### config.mk
export PLATFORM = sky130hd
export DESIGN_NAME = mchk_seq
export DESIGN_NICKNAME = d
export VERILOG_FILES = /design/src/rtl/mchk_pkg.sv /design/src/rtl/mchk_pend.sv /design/src/rtl/mchk_byte_ctr.sv /design/src/rtl/mchk_word_io.sv /design/src/rtl/mchk_seq.sv
export SDC_FILE = /design/constraint.sdc
export NUM_CORES = 1
export LEC_CHECK = 0
export CAP_MARGIN = 30
export CORE_MARGIN = 2
export CORE_UTILIZATION = 25
export CTS_BUF_LIST = sky130_fd_sc_hd__clkbuf_4
export CTS_CLUSTER_SIZE = 28
export DETAILED_ROUTE_END_ITERATION = 6
export DONT_BUFFER_PORTS = 1
export GPL_TIMING_DRIVEN = 0
export SLEW_MARGIN = 0
export SYNTH_ARGS = -nofsm -noshare
export SYNTH_HDL_FRONTEND = slang
export SYNTH_HIERARCHICAL = 1
export SYNTH_SLANG_ARGS = --single-unit
### constraint.sdc
create_clock -name clk -period 4.5 [get_ports clk]
set_input_delay 0.9 -clock clk [delete_from_list [all_inputs] [get_ports clk]]
set_output_delay 0.9 -clock clk [all_outputs]
set_load 0.005 [all_outputs]
### src/rtl/mchk_pkg.sv
// Shared constants and state type for the machine-check response sequencer.
// Assumes an 8-byte status word moved most significant byte first.
package mchk_pkg;
    localparam int WORD_BYTES = 8;
    localparam int WORD_BITS  = WORD_BYTES * 8;
    localparam int SEL_W      = $clog2(WORD_BYTES);
    localparam int SAVE_BASE  = 48;
    localparam int LOAD_BASE  = 112;
    localparam int DUMP_BASE  = 128;

    typedef enum logic [2:0] {
        S_IDLE = 3'd0,
        S_DUMP = 3'd1,
        S_SAVE = 3'd2,
        S_LOAD = 3'd3,
        S_FIN  = 3'd4,
        S_HALT = 3'd5
    } seq_state_t;
endpackage

### src/rtl/mchk_pend.sv
// Pending-event holder and launch decision.
// An event seen while a sequence is active is remembered. In idle, a fresh
// event or a remembered one produces a launch request. Outside the active
// states the memory is cleared. Assumes idle and active are never both high.
module mchk_pend (
    input  logic clk,
    input  logic rst_n,
    input  logic evt,
    input  logic active,
    input  logic idle,
    output logic launch
);
    logic pend_q;

    // Remember events during an active sequence; forget them otherwise.
    always_ff @(posedge clk) begin
        if (!rst_n) begin
            pend_q <= 1'b0;
        end else if (active) begin
            pend_q <= pend_q | evt;
        end else begin
            pend_q <= 1'b0;
        end
    end

    // Launch from idle on a new or a held event.
    always_comb begin
        launch = idle & (evt | pend_q);
    end
endmodule

### src/rtl/mchk_byte_ctr.sv
// Byte counter for one transfer phase.
// Counts acknowledged bytes and wraps to zero after the last byte of the
// phase. The phase length is LOG_LEN in the dump phase and WORD_BYTES
// otherwise. A clear input forces zero.
module mchk_byte_ctr
    import mchk_pkg::*;
#(
    parameter int LOG_LEN = 16,
    parameter int CNT_W   = 4
) (
    input  logic             clk,
    input  logic             rst_n,
    input  logic             clr,
    input  logic             step,
    input  logic             in_dump,
    output logic [CNT_W-1:0] cnt,
    output logic             last
);
    localparam logic [CNT_W-1:0] DUMP_LAST = CNT_W'(LOG_LEN - 1);
    localparam logic [CNT_W-1:0] WORD_LAST = CNT_W'(WORD_BYTES - 1);

    logic [CNT_W-1:0] cnt_q;
    logic [CNT_W-1:0] limit;

    // Choose the final index of the current phase.
    always_comb begin
        limit = in_dump ? DUMP_LAST : WORD_LAST;
        last  = (cnt_q == limit);
    end

    // Advance on each transferred byte; wrap at the end of a phase.
    always_ff @(posedge clk) begin
        if (!rst_n) begin
            cnt_q <= '0;
        end else if (clr) begin
            cnt_q <= '0;
        end else if (step) begin
            cnt_q <= last ? '0 : cnt_q + 1'b1;
        end
    end

    assign cnt = cnt_q;
endmodule

### src/rtl/mchk_word_io.sv
// Status word serializer and deserializer.
// Captures the outgoing status word at launch and presents byte 'sel'
// (byte 0 = most significant). Shifts incoming bytes into the new word, with
// the first byte ending in the top position. Assumes sel < WORD_BYTES while
// saving.
module mchk_word_io
    import mchk_pkg::*;
(
    input  logic                 clk,
    input  logic                 rst_n,
    input  logic                 capture,
    input  logic [WORD_BITS-1:0] cur_word,
    input  logic [SEL_W-1:0]     sel,
    input  logic                 shift_en,
    input  logic [7:0]           rdata,
    output logic [7:0]           save_byte,
    output logic [WORD_BITS-1:0] new_word
);
    logic [WORD_BITS-1:0] old_q;
    logic [WORD_BITS-1:0] new_q;
    logic [7:0]           byte_arr [WORD_BYTES];

    // Hold the word to be saved for the whole sequence.
    always_ff @(posedge clk) begin
        if (!rst_n) begin
            old_q <= '0;
        end else if (capture) begin
            old_q <= cur_word;
        end
    end

    // Slice the held word into bytes, most significant first.
    for (genvar g = 0; g < WORD_BYTES; g++) begin : g_slice
        assign byte_arr[g] = old_q[WORD_BITS-1-8*g -: 8];
    end

    // Select the byte being written.
    always_comb begin
        save_byte = byte_arr[sel];
    end

    // Shift each read byte in from the bottom.
    always_ff @(posedge clk) begin
        if (!rst_n) begin
            new_q <= '0;
        end else if (shift_en) begin
            new_q <= {new_q[WORD_BITS-9:0], rdata};
        end
    end

    assign new_word = new_q;
endmodule

### src/rtl/mchk_seq.sv
// Machine-check response sequencer (top).
// On a machine-check event whose mask is set, it writes a LOG_LEN-byte
// record from address 128. It then halts for good (stop switch on) or swaps
// status words (store to 48, load from 112). Mask, switch and current word
// are sampled at launch. Assumes the log source holds log_data for
// log_index and that memory holds each request until it acknowledges.
module mchk_seq
    import mchk_pkg::*;
#(
    parameter int  LOG_LEN = 16,
    parameter int  ADDR_W  = 16,
    localparam int CNT_W   = (LOG_LEN > WORD_BYTES) ? $clog2(LOG_LEN) : $clog2(WORD_BYTES)
) (
    input  logic                 clk,
    input  logic                 rst_n,
    input  logic                 mc_event,
    input  logic                 mc_mask,
    input  logic                 stop_sw,
    input  logic [WORD_BITS-1:0] cur_status,
    output logic [CNT_W-1:0]     log_index,
    input  logic [7:0]           log_data,
    output logic                 mem_req,
    output logic                 mem_we,
    output logic [ADDR_W-1:0]    mem_addr,
    output logic [7:0]           mem_wdata,
    input  logic [7:0]           mem_rdata,
    input  logic                 mem_ack,
    output logic                 busy,
    output logic                 halted,
    output logic                 done,
    output logic [WORD_BITS-1:0] new_status,
    output logic                 new_valid
);
    seq_state_t       state_q, state_d;
    logic             stop_q;
    logic             launch;
    logic             start;
    logic             xfer;
    logic             active;
    logic             is_idle;
    logic             in_dump;
    logic [CNT_W-1:0] cnt;
    logic             last;
    logic [7:0]       save_byte;
    logic             phase_end;

    // Decode the state classes used by the helpers.
    always_comb begin
        is_idle   = (state_q == S_IDLE);
        in_dump   = (state_q == S_DUMP);
        active    = (state_q == S_DUMP) || (state_q == S_SAVE) ||
                    (state_q == S_LOAD) || (state_q == S_FIN);
        mem_req   = (state_q == S_DUMP) || (state_q == S_SAVE) || (state_q == S_LOAD);
        mem_we    = (state_q == S_DUMP) || (state_q == S_SAVE);
        xfer      = mem_req & mem_ack;
        phase_end = xfer & last;
        start     = launch & mc_mask;
    end

    mchk_pend u_pend (
        .clk    (clk),
        .rst_n  (rst_n),
        .evt    (mc_event),
        .active (active),
        .idle   (is_idle),
        .launch (launch)
    );

    mchk_byte_ctr #(
        .LOG_LEN (LOG_LEN),
        .CNT_W   (CNT_W)
    ) u_ctr (
        .clk     (clk),
        .rst_n   (rst_n),
        .clr     (is_idle),
        .step    (xfer),
        .in_dump (in_dump),
        .cnt     (cnt),
        .last    (last)
    );

    mchk_word_io u_word (
        .clk       (clk),
        .rst_n     (rst_n),
        .capture   (start),
        .cur_word  (cur_status),
        .sel       (cnt[SEL_W-1:0]),
        .shift_en  (xfer && (state_q == S_LOAD)),
        .rdata     (mem_rdata),
        .save_byte (save_byte),
        .new_word  (new_status)
    );

    // Next-state selection for the response sequence.
    always_comb begin
        state_d = state_q;
        unique case (state_q)
            S_IDLE: if (start)     state_d = S_DUMP;
            S_DUMP: if (phase_end) state_d = stop_q ? S_HALT : S_SAVE;
            S_SAVE: if (phase_end) state_d = S_LOAD;
            S_LOAD: if (phase_end) state_d = S_FIN;
            S_FIN:                 state_d = S_IDLE;
            S_HALT:                state_d = S_HALT;
            default:               state_d = S_IDLE;
        endcase
    end

    // State register; halt is left only through reset.
    always_ff @(posedge clk) begin
        if (!rst_n) begin
            state_q <= S_IDLE;
        end else begin
            state_q <= state_d;
        end
    end

    // Latch the stop switch at the start of a sequence.
    always_ff @(posedge clk) begin
        if (!rst_n) begin
            stop_q <= 1'b0;
        end else if (start) begin
            stop_q <= stop_sw;
        end
    end

    // Address and write data for the current phase.
    always_comb begin
        mem_addr  = '0;
        mem_wdata = '0;
        unique case (state_q)
            S_DUMP: begin
                mem_addr  = ADDR_W'(DUMP_BASE) + ADDR_W'(cnt);
                mem_wdata = log_data;
            end
            S_SAVE: begin
                mem_addr  = ADDR_W'(SAVE_BASE) + ADDR_W'(cnt);
                mem_wdata = save_byte;
            end
            S_LOAD: begin
                mem_addr  = ADDR_W'(LOAD_BASE) + ADDR_W'(cnt);
            end
            default: begin
                mem_addr  = '0;
                mem_wdata = '0;
            end
        endcase
    end

    // Status outputs.
    always_comb begin
        log_index = cnt;
        busy      = active;
        halted    = (state_q == S_HALT);
        done      = (state_q == S_FIN);
        new_valid = (state_q == S_FIN);
    end
endmodule

=== After elaboration in Yosys (flattened, before gate mapping) ===
Index checks and enable logic that the tools add are counted.

* Logic and storage cells: 49
* Bits of input ports: 86
* Register bits: 137
* Output and inout bits: 98

* Mux-type cells: 13
* Equal/unequal tests: 10
* Bitwise gates (word level): 7
* Reductions and logical operators: 8
* $add $sub $neg: 4
* $lt $le $gt $ge: 1

{| class="wikitable"
|+ Operators with widths
! operator !! count
|-
| 9-bit case mux with 3 select lines || 1
|-
| 8-bit binary-select mux with 3-bit select || 1
|-
| 8-bit two-way mux || 2
|-
| 8-bit case mux with 2 select lines || 1
|-
| 3-bit two-way mux || 5
|-
| 3-bit case mux with 5 select lines || 1
|-
| 8-bit by 4-bit adder with 9-bit output, first input constant || 1
|-
| 7-bit by 4-bit adder with 8-bit output, first input constant || 1
|-
| 4-bit two-way mux || 2
|-
| 2-bit inequality test, second input constant || 4
|-
| 6-bit by 4-bit adder with 7-bit output, first input constant || 1
|-
| 3-bit by 2-bit == test with 1-bit output, second input constant || 2
|-
| 3-bit == test, second input constant || 2
|-
| 4-bit by 1-bit adder with 4-bit output, second input constant || 1
|-
| 1-bit AND || 4
|-
| 4-bit == test || 1
|-
| 4-bit >= comparator, second input constant || 1
|-
| 3-bit inverter with 4-bit output || 1
|-
| 4-bit AND reduction || 1
|-
| 3-bit by 1-bit == test with 1-bit output, second input constant || 1
|-
| 3-bit logical NOT || 1
|-
| 1-bit logical OR || 3
|-
| 2-bit AND reduction || 1
|-
| 2-bit OR reduction || 1
|-
| 3 further kinds || 3
|}

=== Depth between registers and ports, before layout ===
* Depth after elaboration: 7
* Gate-level depth with buffers: 10
* Depth with buffers taken out: 6

=== Hierarchy ===
Netlist, hierarchy kept.

{| class="wikitable"
|+ By module, submodules not included
! module !! seq. area each (sq um) !! instances !! area each (sq um) !! cells an instance
|-
| mchk_word_io || 2,562.5 || 1 || 5,322.6 || 441
|-
| mchk_seq || 80.1 || 1 || 533.0 || 75
|-
| mchk_byte_ctr || 80.1 || 1 || 211.5 || 19
|-
| mchk_pend || 20.0 || 1 || 37.5 || 3
|}

=== Least setup slack after synthesis ===
OpenSTA, ideal clock, no wires.

* Path type: register -> output
* Start: reg u_ctr.cnt_q[0], in the netlist u_ctr/cnt[0]
* End: out mem_wdata[0]
* Data required time: 3,600 ps
* Setup slack: 1,949 ps
* Buffers on the path: 2
* Arrival time: 1,651 ps
* Stages on the path, launching flop included: 7
* Cells stage by stage: dfxtp_1 buf_6 buf_12 mux4_2 mux2_4 a22oi_1 nor2_1

* Longest elaborated chain between the ends: 5

{| class="wikitable"
|+ Ends and longest elaborated chain
! item !! line !! text
|-
| from (decl) || mchk_byte_ctr.sv:22 || <nowiki>logic [CNT_W-1:0] cnt_q;</nowiki>
|-
| from (signal assigned) || mchk_byte_ctr.sv:38 || <nowiki>cnt_q <= last ? '0 : cnt_q + 1'b1;</nowiki>
|-
| 3-bit inverter with 4-bit output (not written as such) || mchk_word_io.sv:39 || <nowiki>save_byte = byte_arr[sel];</nowiki>
|-
| 8-bit binary-select mux with 3-bit select || mchk_word_io.sv:39 ||
|-
| 8-bit two-way mux (not written as such) (2 in a row) || mchk_word_io.sv:39 ||
|-
| via save_byte[0] || mchk_seq.sv:44 || <nowiki>logic [7:0] save_byte;</nowiki>
|-
| 8-bit case mux with 2 select lines || mchk_seq.sv:130 || <nowiki>unique case (state_q)</nowiki>
|-
| to (decl) || mchk_seq.sv:25 || <nowiki>output logic [7:0] mem_wdata,</nowiki>
|}

The timed path passes the listed nets, and every way through them passes these cells. The select of a mux whose other input is x is not followed.

=== Final worst setup path ===
* Start: reg u_ctr.cnt_q[2], in the netlist u_ctr/cnt[2]
* End: out mem_wdata[6]

Same word-level chain as after synthesis.

==> results_dict.tcl <==
set metrics [dict create \
    status "complete, no violations" \
    r2r_cells 10 \
    ir_drop_uv 143 \
    synth_cell_types 43 \
    cp.arrival_ns 2.61 \
    p_per_area_nw_per_um2 344 \
    n_fill_cell 2555 \
    crit_fanout 10 \
    htreeDepth 4 \
    nNetsFinal 651 \
    synth_edf_count 0 \
    drc_errors 0 \
    power_switching_uw 582 \
    r2r_slack_ns 2.01 \
    async_flop_share 0 \
    crit_cells 6 \
    worst_clock_skew_ns 0.0241 \
    clock.fmax_ghz 0.285 \
    row_count 57 \
    first_pass_iters 7 \
    gp_congestion 0.696 \
    synth_compound_area_frac 0.0254 \
    layout_common_cells "137 x dfxtp_1, 131 x nor2b_1, 131 x mux2i_1" \
    finalPower_uw 2360 \
    finalHoldViolCount 0 \
    area_growth_pct 12.2 \
    holdBufCountCts 0 \
    p_seq_frac 0.536 \
    antenna_left 0 \
    dp_hpwl_um 12300 \
    ys_warn_count 6 \
    grt_pass1_vias 3756 \
    vias 3875 \
    wire_per_inst_um 18.4 \
    ioPinCount 184 \
    grt_pass1_wl_um 24200 \
    wl_met3_um 1720 \
    numCtsBuffers 17 \
    internal_power_uw 1780 \
    r2r_end "u_word/byte_arr[43]" \
    leakagePower_uw 0.00234 \
    grt_overflow 0 \
    setup_viol 0 \
    synthAdderAreaFrac 0.00205 \
    worstPathRequired_ns 3.60 \
    antenna_found_initial 3 \
    tightestPinTransition_ns 0.632 \
    synth-xor-area-share 0.00574 \
    power_switching_share 0.247 \
    track_usage 0.128 \
    drive_gt1_frac 0.142 \
    postCtsSetupBuffers 0 \
    cp_cell_sequence "buf_2, buf_2, mux4_1, mux2_2, a22oi_1, nor2_1" \
    timing.setup.tns_ns 0 \
    io_buffers 0 \
    cts_tree "built" \
    ys_ff_latch 137 \
    synth_flop_cell "dfxtp_1" \
    cpMaxStageDelayCell "dfxtp_1" \
    p_comb_frac 0.080 \
    die_area_um2 25700 \
    clock_latency_ns 0.54 \
    fin_crit_ns 3.51 \
    ys_seq_area_frac 0.449 \
    core_um2 24200 \
    route.met2.wl_um 7600 \
    p_clk_frac 0.384 \
    viasPerCell 4.30 \
    clk_pin_slew_ns 0.13 \
    critPathMaxStageDelay_ns 0.49 \
    synth_top_family_by_area "multiplexers" \
    endpoint "mem_wdata[6]" \
    die_w_um 160 \
    clockBufferDepth 2 \
    max_slew_margin 0.579 \
    mostFrequentLayoutCell "dfxtp_1" \
    fp.dieH_um 160 \
    timing.rr.start "state_q[2]" \
    synth_cells 538 \
    drv_slew 0 \
    worstSetupPathType "flip-flop to output pin" \
    rsz0062_at_grt "false" \
    drv_cap 0 \
    floorplan.initialDensity 0.252 \
    synth-simple-area-share 0.172 \
    postRouteWirelength_um 16600 \
    highest_layer "met5" \
    synthMuxAreaShare 0.298 \
    fin_crit_sh 0.781 \
    wl_met1_um 7140 \
    crit_family "multiplexers" \
    worst_setup_path_start_kind "flip-flop" \
    avgSynthCellArea_um2 11.3 \
    netlist_area_um2 6100 \
    cts_root_buf "clkbuf_4" \
    hold_path_class "input pin to flip-flop" \
    grt_max_degree 17 \
    worstSetupEndpointType "output pin" \
    cts_sinks 137 \
    cts_resized 0 \
    cp_num_buf_inv 2 \
    drt_iter0_drc 145 \
    critPathMostFrequentCell "buf_2" \
    startpoint "u_ctr/cnt[2]" \
]
==> worst min path at each step <==
stage / start / endpoint / slack, ns / cells after the start
3_3_place_gp: u_pend/pend_q / u_pend/pend_q / 0.48 / 1
4_1_cts: rst_n / u_pend/pend_q / 0.41 / 1
6_report: rst_n / u_pend/pend_q / 0.47 / 1
5_1_grt: rst_n / u_pend/pend_q / 0.41 / 1
2_1_floorplan: stop_q / stop_q / 0.47 / 2
3_5_place_dp: u_pend/pend_q / u_pend/pend_q / 0.49 / 1
==> cells in the mapped netlist, types with 2 or more instances <==
master	count	area (µm²)
buf_2	20	100
and2_1	7	43.8
nor3b_1	4	30.0
xor2_1	2	17.5
nand2_1	3	11.3
mux2i_1	131	1310
mux4_1	11	289
a22oi_1	8	60.1
mux2_4	5	75.1
buf_4	12	90.1
clkbuf_1	14	52.6
nand3_1	3	15.0
and3b_1	2	17.5
nor2_2	2	12.5
xnor2_1	2	17.5
dfxtp_1	137	2740
nor2b_1	131	820
nor2_1	12	45.0
mux4_2	5	113
mux2_2	3	33.8
o21ai_0	2	10.0
==> flip-flops by register name, summed over array words and instances (netlist names) <==
register,flops
u_word/byte_arr,64
stop_q,1
u_ctr/cnt,4
state_q,3
u_pend/pend_q,1
u_word/new_word,64
==> worst reg2reg max path: stages (launching register included) <==
cell and delay [ns]:
dfxtp_1 0.37, buf_2 0.20, buf_2 0.20, nor3_1 0.25, o21a_1 0.22, nand2_1 0.11, inv_1 0.06, buf_2 0.25
buf_2 0.39, mux2i_1 0.26, nor2b_1 0.07
==> stage by stage <==
stage               area, µm²  hold WS, ns  utilization  std cells  worst slack, ns
floorplan                6130        0.471            -        545             1.95
global placement         6540        0.483        0.270        869             1.55
detailed placement       6540        0.492        0.270        869             1.52
CTS                      6840        0.406        0.283        900            0.859
global route             6840        0.408        0.283        900            0.771
finish                   6850        0.469        0.283        902            0.986
==> logic make-up after synthesis <==
family,after synthesis
and+or+nand+nor,171
muxes,155
DFF,137
buffers and inverters,50
AOI/OAI and AO/OA,19
xor gates and xnor gates,4
adders and majority gates,1
other,1
==> final cells by class <==
class	instances	area, µm²	share of cell area
multi-input combinational	358	3110	0.454
tap	324	405	0.0592
sequential	137	2740	0.400
clock buffer	17	128	0.0186
buffer	49	278	0.0406
inverter	1	3.75	0.000548
antenna	2	5.00	0.000731
clock inverter	14	180	0.0263
==> per-layer routing <==
| layer | up-vias | track usage |
|---|---|---|
| li1 | 1908 | - |
| met3 | 13 | 0.0673 |
| met4 | 2 | 0.0283 |
| met5 | - | 0 |
| met2 | 151 | 0.208 |
| met1 | 1801 | 0.151 |
==> power by group through the flow <==
stage | Sequential [µW] | Clock, µW | Combinational (µW)
2_1_floorplan | 1290 | 0 | 151
3_3_place_gp | 1290 | 0 | 188
3_5_place_dp | 1290 | 0 | 190
4_1_cts | 1260 | 954 | 191
5_1_grt | 1270 | 1000 | 206
6_report | 1260 | 906 | 187
Power figures use the tool's default switching activity.
